<file path="config.mk">
export PLATFORM = sky130hd
export DESIGN_NAME = daisy_irq_chain
export DESIGN_NICKNAME = d
export VERILOG_FILES = /design/src/rtl/daisy_irq_pkg.sv /design/src/rtl/daisy_irq_stage.sv /design/src/rtl/daisy_irq_collect.sv /design/src/rtl/daisy_irq_chain.sv
export SDC_FILE = /design/constraint.sdc
export NUM_CORES = 1
export LEC_CHECK = 0
export BUFFER_PORTS_ARGS = -buffer_cell sky130_fd_sc_hd__buf_4
export CAP_MARGIN = 20
export CORE_AREA = 2 2 39 41
export DETAILED_ROUTE_END_ITERATION = 10
export DIE_AREA = 0 0 41 43
export GPL_ROUTABILITY_DRIVEN = 0
export PLACE_DENSITY = 0.63
export SYNTH_ARGS = -nofsm -noshare
export SYNTH_HDL_FRONTEND = slang
export SYNTH_HIERARCHICAL = 1
export SYNTH_SLANG_ARGS = --single-unit
export TNS_END_PERCENT = 1
</file>
<file path="constraint.sdc">
create_clock -name clk -period 1.73 [get_ports clk]
set_input_delay 0.346 -clock clk [delete_from_list [all_inputs] [get_ports clk]]
set_output_delay 0.346 -clock clk [all_outputs]
set_load 0.02 [all_outputs]
</file>
<file path="src/rtl/daisy_irq_pkg.sv">
package daisy_irq_pkg;
  typedef struct packed {
    logic flag;
    logic prio_out;
    logic vec_en;
  } stage_view_t;
endpackage

</file>
<file path="src/rtl/daisy_irq_stage.sv">
module daisy_irq_stage
  import daisy_irq_pkg::*;
(
  input  logic        clk,
  input  logic        rst_n,
  input  logic        req_pulse,
  input  logic        prio_in,
  output stage_view_t view
);
  logic flag_q;
  logic claim;

  // claim only with priority-in high and a pending flag
  assign claim = prio_in & flag_q;

  always_ff @(posedge clk or negedge rst_n) begin
    if (!rst_n)          flag_q <= 1'b0;
    else if (req_pulse)  flag_q <= 1'b1;   // set beats clear
    else if (claim)      flag_q <= 1'b0;
  end

  always_comb begin
    view.flag     = flag_q;
    view.vec_en   = claim;
    view.prio_out = prio_in & ~flag_q;
  end
endmodule

</file>
<file path="src/rtl/daisy_irq_collect.sv">
module daisy_irq_collect #(
  parameter int NUM_STAGES = 4,
  parameter int VEC_W      = 8,
  parameter logic [NUM_STAGES-1:0][VEC_W-1:0] VEC_TABLE = '0
) (
  input  logic [NUM_STAGES-1:0] flags,
  input  logic [NUM_STAGES-1:0] enables,
  output logic                  irq_line,
  output logic [VEC_W-1:0]      vec_bus
);
  logic [NUM_STAGES-1:0][VEC_W-1:0] gated;

  genvar g;
  generate
    for (g = 0; g < NUM_STAGES; g++) begin : g_gate
      assign gated[g] = enables[g] ? VEC_TABLE[g] : '0;
    end
  endgenerate

  always_comb begin
    vec_bus = '0;
    for (int k = 0; k < NUM_STAGES; k++) vec_bus = vec_bus | gated[k];
  end

  assign irq_line = |flags;
endmodule

</file>
<file path="src/rtl/daisy_irq_chain.sv">
module daisy_irq_chain
  import daisy_irq_pkg::*;
#(
  parameter int NUM_STAGES = 4,
  parameter int VEC_W      = 8,
  parameter logic [NUM_STAGES-1:0][VEC_W-1:0] VEC_TABLE = {8'h1C, 8'h18, 8'h14, 8'h10}
) (
  input  logic                  clk,
  input  logic                  rst_n,
  input  logic [NUM_STAGES-1:0] dev_req_i,
  input  logic                  cpu_ack_i,
  output logic                  cpu_irq_o,
  output logic [VEC_W-1:0]      vec_bus_o,
  output logic [NUM_STAGES-1:0] vec_en_o,
  output logic                  chain_out_o
);
  localparam int LAST = NUM_STAGES - 1;

  stage_view_t [NUM_STAGES-1:0] views;
  logic [NUM_STAGES-1:0] prio_in;
  logic [NUM_STAGES-1:0] flags;

  genvar s;
  generate
    for (s = 0; s < NUM_STAGES; s++) begin : g_stage
      if (s == 0) begin : g_head
        assign prio_in[s] = cpu_ack_i;
      end else begin : g_link
        assign prio_in[s] = views[s-1].prio_out;
      end

      daisy_irq_stage u_stage (
        .clk       (clk),
        .rst_n     (rst_n),
        .req_pulse (dev_req_i[s]),
        .prio_in   (prio_in[s]),
        .view      (views[s])
      );

      assign flags[s]    = views[s].flag;
      assign vec_en_o[s] = views[s].vec_en;
    end
  endgenerate

  assign chain_out_o = views[LAST].prio_out;

  daisy_irq_collect #(
    .NUM_STAGES (NUM_STAGES),
    .VEC_W      (VEC_W),
    .VEC_TABLE  (VEC_TABLE)
  ) u_collect (
    .flags    (flags),
    .enables  (vec_en_o),
    .irq_line (cpu_irq_o),
    .vec_bus  (vec_bus_o)
  );
endmodule

</file>
==> flow_metrics.tcl <==
set metrics [dict create \
    status "finished, violations left" \
    violations "setup timing" \
    ys_types 9 \
    synth_seq_cells 4 \
    postLayoutCoreUtil_pct 45.2 \
    power.leakage_uw 0.000317 \
    cts_tree "done" \
    synth-main-ff-cell "dfrtp_1" \
    cell_internal_pwr_uw 230 \
    cts-root-buf "clkbuf_4" \
    critPathRequiredTime_ns 1.38 \
    area_growth_pct 96.1 \
    yosysMostFrequentCell "buf_4" \
    arrival_ns 1.55 \
    stdcell_area_um2 626 \
    worstSetupPathType "flip-flop to output pin" \
    slew_viol_final 0 \
    power_switching_uw 79.6 \
    netlist_instances 38 \
    ys_warn_count 6 \
    fin_skew_ns 0.00153 \
    final_hold_viol_count 0 \
    fmax_mhz 526 \
    firstDrtPassIters 2 \
    rsz0062_at_grt "true" \
    clock-sinks 4 \
    drive_above_1_share_pct 72.9 \
    grt_util_all_layers_pct 11.3 \
    largest_reg_flops 4 \
    clk_latency_ns 0.23 \
    critical_path.startpoint "g_stage[1].u_stage/flag_q" \
    die-area_um2 1760 \
    hold_class "input port to flip-flop" \
    regMostFlops "g_stage.u_stage/flag_q" \
    critPathMaxFanout 4 \
    min_period_ns 1.90 \
    dp_slack_ns -0.131 \
    final_nets 79 \
    vdd_drop_max_mv 0.293 \
    cp-end-kind "output pin" \
    critPathCapture "vec_bus_o[4]" \
    diodes 0 \
    post_drt_wl_per_cell_um 8.81 \
    layout_setup_ws_ns -0.170 \
    port_buffers 15 \
    synthArstFlopShare_pct 100 \
    die-width_um 41 \
    cts.clk_slew.worst_paths_ns 0.04 \
    htree_levels 1 \
    die_y_um 43 \
    reg2reg_from "g_stage[0].u_stage/flag_q" \
    ff_latch_area_um2 100 \
    post-route-period-util_pct 110 \
    cp-start-kind "flip-flop" \
    setup_viol 8 \
    r2r_setup_slack_ns -0.15 \
    rows 14 \
    fp.coreArea_um2 1380 \
    worstHoldPathCells 2 \
    r2r_end "g_stage[1].u_stage/flag_q" \
    combPwrFrac_pct 31.0 \
    multiInputGateArea_um2 146 \
    start_util_pct 23.1 \
    totalWireLength_um 758 \
    grt_max_degree 5 \
    synth_top_area_cell "dfrtp_1" \
    fin_tns_setup_ns -0.689 \
    synth_enable_flop_cells 0 \
    p_seq_share_pct 33.0 \
    cts_buffers 3 \
    top_regs "g_stage.u_stage/flag_q (4)" \
    grt_pass1_vias 329 \
    antenna_found_initial 0 \
    clkPwrFrac_pct 36.1 \
    fillers 141 \
    synth.cell_area_um2 319 \
    antenna_left 0 \
    reg2reg_depth 12 \
    drc 0 \
    power_uw 310 \
    drt_iter0_drc 4 \
    io_pins 21 \
    synth_top_area_share_pct 31.4 \
    clockBufferDepth 2 \
    grt_overflow_total 0 \
    max_cap_violations 0 \
    swShare_pct 25.7 \
    avgViaCountPerCell 3.80 \
    synthTopCellsByArea "dfrtp_1, buf_4, a21o_1" \
    avgSynthCellArea_um2 8.40 \
    placed_cell_area_um2 419 \
    p_per_area_nw_per_um2 496 \
    hpwl_um 441 \
    yosysSeqAreaShare_pct 31.4 \
    vias 327 \
    grt_pass1_wl_mm 1.31 \
]
-- power groups by stage --
stage / Combinational (uW) / Clock, uW / Sequential, uW
final: 96.0 / 112 / 102
after global routing: 104 / 125 / 103
after detailed placement: 65.1 / 0 / 102
after floorplan: 52.0 / 0 / 102
after global placement: 64.8 / 0 / 102
after CTS: 91.5 / 120 / 100
-- worst max-delay path: stages (launching register included) --
cell	delay, ns
dfrtp_1	0.43
and2_2	0.23
or4_4	0.52
buf_6	0.14
-- timing repair --
action | CTS | global route
endpoints found under the setup margin | 5 | 9
setup buffers | 16 | 0
resized for setup | 7 | 12
pin swaps | 6 | 4
endpoints found under the hold margin | 4 | 0
hold buffers | 1 | 0
-- worst min path at each step --
stage	end	from	slack, ns
after floorplan	g_stage[0].u_stage/flag_q	rst_n	0.05
after detailed placement	g_stage[2].u_stage/flag_q	rst_n	0.14
after global routing	g_stage[3].u_stage/flag_q	dev_req_i[3]	0.30
after CTS	g_stage[2].u_stage/flag_q	dev_req_i[2]	0.29
after global placement	g_stage[2].u_stage/flag_q	rst_n	0.14
final	g_stage[2].u_stage/flag_q	dev_req_i[2]	0.30
-- stage by stage --
stage	instances	hold WS [ns]
2_1_floorplan	42	0.0504
3_3_place_gp	66	0.144
3_5_place_dp	66	0.144
4_1_cts	86	0.288
5_1_grt	86	0.296
6_report	86	0.297
-- logic make-up after synthesis --
| family | after synthesis | synth area share, % |
|---|---|---|
| buffers and inverters | 17 | 35.3 |
| AOI/OAI and AO/OA | 4 | 9.41 |
| and+or+nand+nor | 12 | 22.7 |
| other | 1 | 1.18 |
| DFF | 4 | 31.4 |
-- layer usage --
metal	part of all wire, %	GRT usage, %
met5	0	0
met4	0	8.00
met3	7.8	3.14
met2	55	16.9
met1	37	13.1
-- cells in the final DEF (no fill, tap or decap), types with 2 or more instances in the layout --
cell / synthesis / routed
buf_4: 13 / 28
buf_6: 0 / 9
conb_1: 1 / 5
a21o_1: 4 / 4
dfrtp_1: 4 / 4
clkbuf_4: 0 / 3
and2_4: 0 / 3
inv_2: 0 / 3
nor2_4: 0 / 2
or2_1: 2 / 2
-- final cells by class --
class / instances / share of cell area (%)
sequential: 4 / 16.0
tap: 16 / 3.20
clock buffer: 3 / 3.60
timing repair buffer: 38 / 51.4
multi-input combinational: 21 / 23.4
inverter: 4 / 2.40
No activity file was read; power rests on OpenSTA's default activity.
